==> src/rtl/dtmr_pkg.sv <==
package dtmr_pkg;
  typedef struct packed {
    logic ie;
    logic oneshot;
    logic en;
  } ctl_t;

  localparam int unsigned AW = 5;

  localparam logic [2:0] OF_VAL = 3'd0;
  localparam logic [2:0] OF_LD  = 3'd1;
  localparam logic [2:0] OF_BG  = 3'd2;
  localparam logic [2:0] OF_CTL = 3'd3;
  localparam logic [2:0] OF_RAW = 3'd4;
  localparam logic [2:0] OF_MSK = 3'd5;

  localparam logic [AW-1:0] J_MODE  = 5'h10;
  localparam logic [AW-1:0] J_LDHI  = 5'h11;
  localparam logic [AW-1:0] J_LDLO  = 5'h12;
  localparam logic [AW-1:0] J_BGHI  = 5'h13;
  localparam logic [AW-1:0] J_BGLO  = 5'h14;
  localparam logic [AW-1:0] J_VALHI = 5'h15;
  localparam logic [AW-1:0] J_VALLO = 5'h16;
  localparam logic [AW-1:0] J_CTL   = 5'h17;
  localparam logic [AW-1:0] J_RAW   = 5'h18;
  localparam logic [AW-1:0] J_MSK   = 5'h19;
endpackage

==> src/rtl/dtmr_flags.sv <==
module dtmr_flags
  import dtmr_pkg::*;
(
  input  logic clk,
  input  logic rst_n,
  input  logic ctl_we,
  input  ctl_t ctl_wdata,
  input  logic raw_clr,
  input  logic expire,
  output ctl_t ctl_o,
  output logic raw_o,
  output logic irq_o
);
  ctl_t ctl_q, ctl_d;
  logic raw_q, raw_d;

  always_comb begin
    ctl_d = ctl_q;
    if (expire && ctl_q.oneshot) ctl_d.en = 1'b0;
    if (ctl_we) ctl_d = ctl_wdata;
    raw_d = raw_q;
    if (raw_clr) raw_d = 1'b0;
    if (expire) raw_d = 1'b1;
  end

  always_ff @(posedge clk or negedge rst_n) begin
    if (!rst_n) begin
      ctl_q <= '0;
      raw_q <= 1'b0;
    end else begin
      ctl_q <= ctl_d;
      raw_q <= raw_d;
    end
  end

  assign ctl_o = ctl_q;
  assign raw_o = raw_q;
  assign irq_o = raw_q & ctl_q.ie;

  // one-shot expiry drops enable
  a_r4_oneshot_stop: assert property (@(posedge clk) disable iff (!rst_n)
    expire && ctl_q.oneshot && !ctl_we |=> !ctl_q.en);
  // raw flag is sticky without a clear
  a_r5_raw_sticky: assert property (@(posedge clk) disable iff (!rst_n)
    raw_q && !raw_clr |=> raw_q);
  // set wins over clear
  a_r5_set_wins: assert property (@(posedge clk) disable iff (!rst_n)
    expire |=> raw_q);
endmodule

==> src/rtl/dtmr_core.sv <==
module dtmr_core #(
  parameter int unsigned W = 32
) (
  input  logic              clk,
  input  logic              rst_n,
  input  logic              tick,
  input  logic              joined,
  input  logic [1:0]        run,
  input  logic [1:0]        osh,
  input  logic              run64,
  input  logic              osh64,
  input  logic [1:0]        ld_we,
  input  logic [1:0]        bg_we,
  input  logic [W-1:0]      wdata,
  output logic [1:0][W-1:0] cnt_o,
  output logic [1:0][W-1:0] bg_o,
  output logic [1:0]        exp_o,
  output logic              exp64_o
);
  localparam int unsigned WW = 2 * W;
  localparam logic [W-1:0]  ONE   = {{(W-1){1'b0}}, 1'b1};
  localparam logic [WW-1:0] ONE64 = {{(WW-1){1'b0}}, 1'b1};

  logic [1:0][W-1:0] cnt_q, cnt_d, bg_q, bg_d;
  logic [WW-1:0]     wide_q, wide_bg, wide_n;
  logic              step64;

  assign wide_q  = {cnt_q[1], cnt_q[0]};
  assign wide_bg = {bg_q[1], bg_q[0]};
  assign step64  = tick && run64 && joined;
  assign exp64_o = step64 && (wide_q == '0);

  for (genvar i = 0; i < 2; i++) begin : g_lane
    assign exp_o[i] = tick && run[i] && !joined && (cnt_q[i] == '0);

    // one step down per tick on a nonzero lane
    a_r1_step: assert property (@(posedge clk) disable iff (!rst_n)
      !joined && tick && run[i] && (cnt_q[i] != '0) && !ld_we[i]
      |=> cnt_q[i] == $past(cnt_q[i]) - ONE);
    // periodic expiry reloads
    a_r3_reload: assert property (@(posedge clk) disable iff (!rst_n)
      !joined && tick && run[i] && !osh[i] && (cnt_q[i] == '0) && !ld_we[i] && !bg_we[i]
      |=> cnt_q[i] == bg_q[i]);
  end

  always_comb begin
    if (wide_q == '0) wide_n = osh64 ? wide_q : wide_bg;
    else              wide_n = wide_q - ONE64;
  end

  always_comb begin
    cnt_d = cnt_q;
    bg_d  = bg_q;
    if (joined) begin
      if (step64) begin
        cnt_d[1] = wide_n[WW-1:W];
        cnt_d[0] = wide_n[W-1:0];
      end
    end else begin
      for (int i = 0; i < 2; i++) begin
        if (tick && run[i]) begin
          if (cnt_q[i] == '0) cnt_d[i] = osh[i] ? cnt_q[i] : bg_q[i];
          else                cnt_d[i] = cnt_q[i] - ONE;
        end
      end
    end
    for (int i = 0; i < 2; i++) begin
      if (ld_we[i]) cnt_d[i] = wdata;
      if (bg_we[i]) bg_d[i]  = wdata;
    end
  end

  always_ff @(posedge clk or negedge rst_n) begin
    if (!rst_n) begin
      cnt_q <= '0;
      bg_q  <= '0;
    end else begin
      cnt_q <= cnt_d;
      bg_q  <= bg_d;
    end
  end

  assign cnt_o = cnt_q;
  assign bg_o  = bg_q;

  // low half wraps and borrows from the high half
  a_r7_borrow: assert property (@(posedge clk) disable iff (!rst_n)
    step64 && (cnt_q[0] == '0) && (cnt_q[1] != '0) && (ld_we == 2'b00)
    |=> (cnt_q[0] == '1) && (cnt_q[1] == $past(cnt_q[1]) - ONE));
  // no tick, no change
  a_r1_hold: assert property (@(posedge clk) disable iff (!rst_n)
    !tick && (ld_we == 2'b00) |=> $stable(cnt_q));
endmodule

==> src/rtl/dtmr_dual_timer.sv <==
module dtmr_dual_timer
  import dtmr_pkg::*;
#(
  parameter int unsigned W = 32
) (
  input  logic          clk,
  input  logic          rst_n,
  input  logic          tick,
  input  logic          bus_wr,
  input  logic          bus_rd,
  input  logic [AW-1:0] bus_addr,
  input  logic [W-1:0]  bus_wdata,
  output logic [W-1:0]  bus_rdata,
  output logic          irq_a,
  output logic          irq_b
);
  localparam int unsigned PADW = W - 3;

  logic       rs_meta, rs_n;
  logic       joined_q, joined_d;
  logic [W-1:0] snap_q, snap_d;

  logic [1:0]        ld_we, bg_we, ctl_we, clr, exp_l, irq_l, raw_l;
  logic [1:0]        run, osh;
  ctl_t [1:0]        ctl_l;
  ctl_t              ctl_j;
  logic              raw_j, irq_j, exp_j, ctl_we_j, clr_j;
  logic [1:0][W-1:0] cnt, bg;
  logic              wr32, wr64, lane;
  logic [2:0]        ofs;

  // reset: asynchronous assert, synchronous release
  always_ff @(posedge clk or negedge rst_n) begin
    if (!rst_n) begin
      rs_meta <= 1'b0;
      rs_n    <= 1'b0;
    end else begin
      rs_meta <= 1'b1;
      rs_n    <= rs_meta;
    end
  end

  assign lane = bus_addr[3];
  assign ofs  = bus_addr[2:0];
  assign wr32 = bus_wr && !joined_q && !bus_addr[4];
  assign wr64 = bus_wr && joined_q && bus_addr[4];

  for (genvar i = 0; i < 2; i++) begin : g_dec
    assign ld_we[i]  = (wr32 && (lane == i[0]) && (ofs == OF_LD)) ||
                       (wr64 && (bus_addr == (i == 0 ? J_LDLO : J_LDHI)));
    assign bg_we[i]  = (wr32 && (lane == i[0]) && (ofs == OF_BG)) ||
                       (wr64 && (bus_addr == (i == 0 ? J_BGLO : J_BGHI)));
    assign ctl_we[i] = wr32 && (lane == i[0]) && (ofs == OF_CTL);
    assign clr[i]    = wr32 && (lane == i[0]) && (ofs == OF_RAW) && bus_wdata[0];
    assign run[i]    = ctl_l[i].en && !joined_q;
    assign osh[i]    = ctl_l[i].oneshot;

    dtmr_flags u_flags (
      .clk(clk), .rst_n(rs_n), .ctl_we(ctl_we[i]), .ctl_wdata(ctl_t'(bus_wdata[2:0])),
      .raw_clr(clr[i]), .expire(exp_l[i]), .ctl_o(ctl_l[i]), .raw_o(raw_l[i]), .irq_o(irq_l[i])
    );
  end

  assign ctl_we_j = wr64 && (bus_addr == J_CTL);
  assign clr_j    = wr64 && (bus_addr == J_RAW) && bus_wdata[0];

  dtmr_flags u_flags_j (
    .clk(clk), .rst_n(rs_n), .ctl_we(ctl_we_j), .ctl_wdata(ctl_t'(bus_wdata[2:0])),
    .raw_clr(clr_j), .expire(exp_j), .ctl_o(ctl_j), .raw_o(raw_j), .irq_o(irq_j)
  );

  dtmr_core #(.W(W)) u_core (
    .clk(clk), .rst_n(rs_n), .tick(tick), .joined(joined_q),
    .run(run), .osh(osh), .run64(ctl_j.en && joined_q), .osh64(ctl_j.oneshot),
    .ld_we(ld_we), .bg_we(bg_we), .wdata(bus_wdata),
    .cnt_o(cnt), .bg_o(bg), .exp_o(exp_l), .exp64_o(exp_j)
  );

  always_comb begin
    joined_d = joined_q;
    if (bus_wr && (bus_addr == J_MODE)) joined_d = bus_wdata[0];
    snap_d = snap_q;
    if (bus_rd && (bus_addr == J_VALLO)) snap_d = cnt[1];
  end

  always_ff @(posedge clk or negedge rs_n) begin
    if (!rs_n) begin
      joined_q <= 1'b0;
      snap_q   <= '0;
    end else begin
      joined_q <= joined_d;
      snap_q   <= snap_d;
    end
  end

  always_comb begin
    bus_rdata = '0;
    if (!bus_addr[4]) begin
      case (ofs)
        OF_VAL:        bus_rdata = cnt[lane];
        OF_LD, OF_BG:  bus_rdata = bg[lane];
        OF_CTL:        bus_rdata = {{PADW{1'b0}}, ctl_l[lane]};
        OF_RAW:        bus_rdata = {{(W-1){1'b0}}, raw_l[lane]};
        OF_MSK:        bus_rdata = {{(W-1){1'b0}}, irq_l[lane]};
        default:       bus_rdata = '0;
      endcase
    end else begin
      case (bus_addr)
        J_MODE:          bus_rdata = {{(W-1){1'b0}}, joined_q};
        J_LDHI, J_BGHI:  bus_rdata = bg[1];
        J_LDLO, J_BGLO:  bus_rdata = bg[0];
        J_VALHI:         bus_rdata = snap_q;
        J_VALLO:         bus_rdata = cnt[0];
        J_CTL:           bus_rdata = {{PADW{1'b0}}, ctl_j};
        J_RAW:           bus_rdata = {{(W-1){1'b0}}, raw_j};
        J_MSK:           bus_rdata = {{(W-1){1'b0}}, irq_j};
        default:         bus_rdata = '0;
      endcase
    end
  end

  assign irq_a = joined_q ? irq_j : irq_l[0];
  assign irq_b = joined_q ? 1'b0 : irq_l[1];

  // lane control frozen against writes while joined
  a_r8_lane_locked: assert property (@(posedge clk) disable iff (!rs_n)
    joined_q && bus_wr && !bus_addr[4] |=> $stable(ctl_l));
  // joined control frozen against writes while separate
  a_r8_joined_locked: assert property (@(posedge clk) disable iff (!rs_n)
    !joined_q && bus_wr && (bus_addr == J_CTL) |=> $stable(ctl_j));
  // capture of the high half on a low-word read
  a_r9_snapshot: assert property (@(posedge clk) disable iff (!rs_n)
    bus_rd && (bus_addr == J_VALLO) |=> snap_q == $past(cnt[1]));
  // lane B interrupt silent while joined
  a_r10_irq_b_quiet: assert property (@(posedge clk) disable iff (!rs_n)
    joined_q && !(bus_wr && (bus_addr == J_MODE)) |=> !irq_b);
endmodule

==> config.mk <==
export PLATFORM = sky130hd
export DESIGN_NAME = dtmr_dual_timer
export DESIGN_NICKNAME = d
export VERILOG_FILES = /design/src/rtl/dtmr_pkg.sv /design/src/rtl/dtmr_flags.sv /design/src/rtl/dtmr_core.sv /design/src/rtl/dtmr_dual_timer.sv
export SDC_FILE = /design/constraint.sdc
export NUM_CORES = 1
export LEC_CHECK = 0
export BUFFER_PORTS_ARGS = -buffer_cell sky130_fd_sc_hd__buf_2
export CORE_ASPECT_RATIO = 0.9
export CORE_UTILIZATION = 45
export DETAILED_ROUTE_END_ITERATION = 10
export MAX_ROUTING_LAYER = met4
export PLACE_DENSITY_LB_ADDON = 0.25
export SYNTH_ARGS = -nofsm -noshare
export SYNTH_HDL_FRONTEND = slang
export SYNTH_HIERARCHICAL = 1
export SYNTH_SLANG_ARGS = --single-unit
==> constraint.sdc <==
create_clock -name clk -period 10.9 [get_ports clk]
set_input_delay 0.545 -clock clk [delete_from_list [all_inputs] [get_ports clk]]
set_output_delay 0.545 -clock clk [all_outputs]
set_load 0.03 [all_outputs]
==> run summary <==
The sequential-to-total area share from yosys stat came out at 0.3465. After synthesis, the share of flip-flops with an asynchronous set or reset is 1.000. The areal power density over the cells is 200.6 mW/mm2.

The root buffer cell is clkbuf_16. The classification of the worst setup path is flop to flop. The area overhead of the layout relative to synthesis came out at 8.049%. The transition time at the pin with the least slew margin came out at 1.096 ns.

The cell taking the most area after synthesis is dfrtp_1. The class of the tightest hold or removal check is flop to asynchronous set/reset pin. The initial antenna violation count was 0. The diode insertion count for antenna repair is 0. In this run the worst path has a maximum fanout of 15. The floorplan die area is 0.02876 mm2.

The worst setup path is launched from a flop. The clock tree synthesis step divided the H-tree into 4 levels. In the layout the commonest cells are dfrtp_1 (174), nand2_1 (105), nor2_1 (94). The fraction of post-synthesis cell area in the top cell type by area came out at 0.3465.

The post-detailed-route DRC marker count is 0. The clock reaches the later pin of the worst-skew pair after 0.46 ns. The core region area is 0.02731 mm2. The routed design could run at a clock period as short as 4.431 ns. The run finished with clean final reports. The post-detailed-routing wire length came out at 43,210 um. The die outline width came out at 178.6 um. The area of the mapped netlist is 0.01264 mm2. The via density per instance is 6.869. The number of nets in the final layout is 1,371. The launch point of the worst reg-to-reg path is u_core/cnt_o[12]$_DFFE_PN0P_. The starting density of the core is 0.4626. Timing analysis after detailed placement gives a worst setup slack of 6.642 ns. The synthesized area divided by synthesized cell count is 9.566 um2.

The via count of the first global-routing pass came to 11,140. Of the cells placed in the final design, the portion with a size suffix greater than 1 is 0.2106. The register bit count reported by yosys came out at 175. The final period utilization is 0.4065. The first global-routing pass estimated 67,140 um of wire. The worst-case register-to-register setup slack came out at 6.47 ns. Clock-pin slew was measured on the worst setup and hold paths at 0.08 ns. Dividing the detail-routed wire length by the instance count gives 25.52 um.

Measured in cells, the most critical reg-to-reg path has a length of 7. Counting along the longest clock path gives a buffer depth of 2. The worst register-to-register path ends at u_core/cnt_o[54]$_DFFE_PN0P_. The number of hold violations in the final report came out at 0. Buffers inserted during clock tree synthesis total 17.

STA classifies the critical path endpoint as a flop. The number of nets produced by synthesis is 1,366. The number of slew-limit violations in the final report came out at 0. The floorplan step set the die height to 161.0 um. The via count of the routed design came out at 11,630.

In this run the count of I/O pins placed on the die edge is 76. The number of detailed-routing iterations run before antenna repair is 9. The max capacitance violation total came out at 0. In the final timing run, aggregate negative setup slack is 0 ns. The most common cell after layout, fill and taps aside is dfrtp_1.

The synthesized netlist contains 90 unique library cells. The number of routed nets with antenna violations came out at 0. Entering global routing, the biggest net connects 73 pins. The worst path meets setup with 6.469 ns of slack. Among all flip-flop cells after synthesis, the most frequent one is dfrtp_1. TritonCTS built the clock tree. The number of endpoints failing setup at the final stage is 0.

For this run, the total global-route usage over all layers was measured as 0.3139. Global routing finished with a remaining overflow of 0. The clock tree skew after final layout is 0.01722 ns. The post-synthesis instance total is 1,321. The number of buffers inserted by port buffering is 75. For the worst setup path, the data arrival time is 4.78 ns.

Counting flops with a built-in enable in the synthesized netlist gives 0. The analysis attributes to cell leakage a power of 0.005741 uW. Setup repair after global routing left no endpoint under its margin.

In the post-synthesis netlist, the biggest area contributors are dfrtp_1 (35%), mux2_2 (6.3%), mux2i_1 (5.5%), mux2_4 (4.3%), nand2_1 (3.1%). The headroom to the max-slew limit is 0.2673. In this run, post-CTS repair resized a total of 0 instances. Detailed placement finished with a half-perimeter wire length of 28,190 um. The number of DRC markers after the initial detailed-route iteration came out at 1,501. The count of synthesis-stage warnings from yosys is 6. The number of cell rows came out at 57. The layout has 2,545 filler cells.

At the worst endpoint, the required time is 11.25 ns. Static timing analysis puts the maximum clock frequency at 225.7 MHz. The clock drives 175 sinks.

The weighted congestion reported at the end of routability-driven placement is 0.9763. Across the VDD grid, the largest voltage drop is 140.2 uV.
[worst max-delay path: stages, from the launching register on]
cell,delay [ns]
dfrtp_1,0.45
nor4_1,0.90
nand2_1,0.50
or4_1,0.96
a21oi_1,0.87
mux2_2,0.41
a32oi_1,0.16
nand2_1,0.07
[power breakdown]
group	internal (uW)	switching, uW	total (uW)	leakage (uW)
Clock	326	292	618	0.000276
Sequential	844	369	1210	0.00219
Combinational	438	470	908	0.00327
Total	1610	1130	2740	0.00574
[worst max path at each step]
stage	from	to	cells after the start
after floorplan	rs_n$_DFF_PN0_	g_dec[0].u_flags/ctl_o[0]$_DFFE_PN0P_	0
after global placement	u_core/cnt_o[12]$_DFFE_PN0P_	u_core/cnt_o[54]$_DFFE_PN0P_	7
after detailed placement	u_core/cnt_o[12]$_DFFE_PN0P_	u_core/cnt_o[54]$_DFFE_PN0P_	7
after CTS	u_core/cnt_o[12]$_DFFE_PN0P_	u_core/cnt_o[54]$_DFFE_PN0P_	7
after global routing	u_core/cnt_o[12]$_DFFE_PN0P_	u_core/cnt_o[54]$_DFFE_PN0P_	7
final	u_core/cnt_o[12]$_DFFE_PN0P_	u_core/cnt_o[54]$_DFFE_PN0P_	7
[cells in the mapped netlist (all sizes together) (23+ instances only)]
cell and instances:
dfrtp 175, buf 53, mux2 111, a21oi 64, inv 24, a222oi 29, a22oi 32, nor4 34
nand2 106, mux2i 70, xor2 23, o21ai 47, o32ai 31, nor3 34, nor2 99, clkbuf 61
[state kept, by name, indices dropped and copies added (netlist names)]
signal / flops
g_dec.u_flags/ctl_o: 6
g_dec.u_flags/raw_o: 2
joined_q: 1
rs_meta: 1
rs_n: 1
snap_q: 32
u_core/bg_o: 64
u_core/cnt_o: 64
u_flags_j/ctl_o: 3
u_flags_j/raw_o: 1
[metrics by stage]
step / instances / total power, uW / utilization / cell area (um2) / hold slack [ns]
finish: 1693 / 2739 / 0.4999 / 13650 / 0.2904
global route: 1693 / 2882 / 0.4999 / 13650 / 0.3368
CTS: 1693 / 2718 / 0.4999 / 13650 / 0.3079
detailed placement: 1660 / 2093 / 0.4786 / 13070 / 0.3045
global placement: 1660 / 2063 / 0.4786 / 13070 / 0.3061
floorplan: 1321 / 1796 / - / 12640 / 0.2494
[cell type report]
| class | count | area, um2 | area share |
|---|---|---|---|
| well taps | 354 | 442.9 | 0.03244 |
| multi-input cells | 1008 | 7599 | 0.5565 |
| flip-flops and latches | 175 | 4383 | 0.3210 |
| clock buffers | 19 | 442.9 | 0.03244 |
| clock inverters | 13 | 128.9 | 0.009438 |
| inverters | 24 | 90.09 | 0.006598 |
| repair buffers | 100 | 568.0 | 0.04160 |
[metal layers]
layer  vias up  GRT usage  wire (um)
li1       5095          -          -
met1      5847     0.4479      19530
met2       645     0.4526      19180
met3        43    0.05485       3876
met4         0    0.09168        630
met5         -          -          0
[logic make-up after synthesis]
family / Yosys count / synth area share
multiplexers: 182 / 0.1668
AND/OR/NAND/NOR: 399 / 0.1674
XOR/XNOR: 43 / 0.03040
flip-flops: 175 / 0.3465
buffers and inverters: 138 / 0.05663
AO/OA/AOI/OAI: 380 / 0.2289
other: 1 / 0.0002967
adder cells (fa/ha/maj): 3 / 0.002971
[what timing repair did]
item                                    4_1_cts  5_1_grt
setup buffers                                 0        0
hold buffers                                  1        0
endpoints found under the setup margin        0        0
endpoints found under the hold margin         2        0
(Power assumes the default switching activity.)
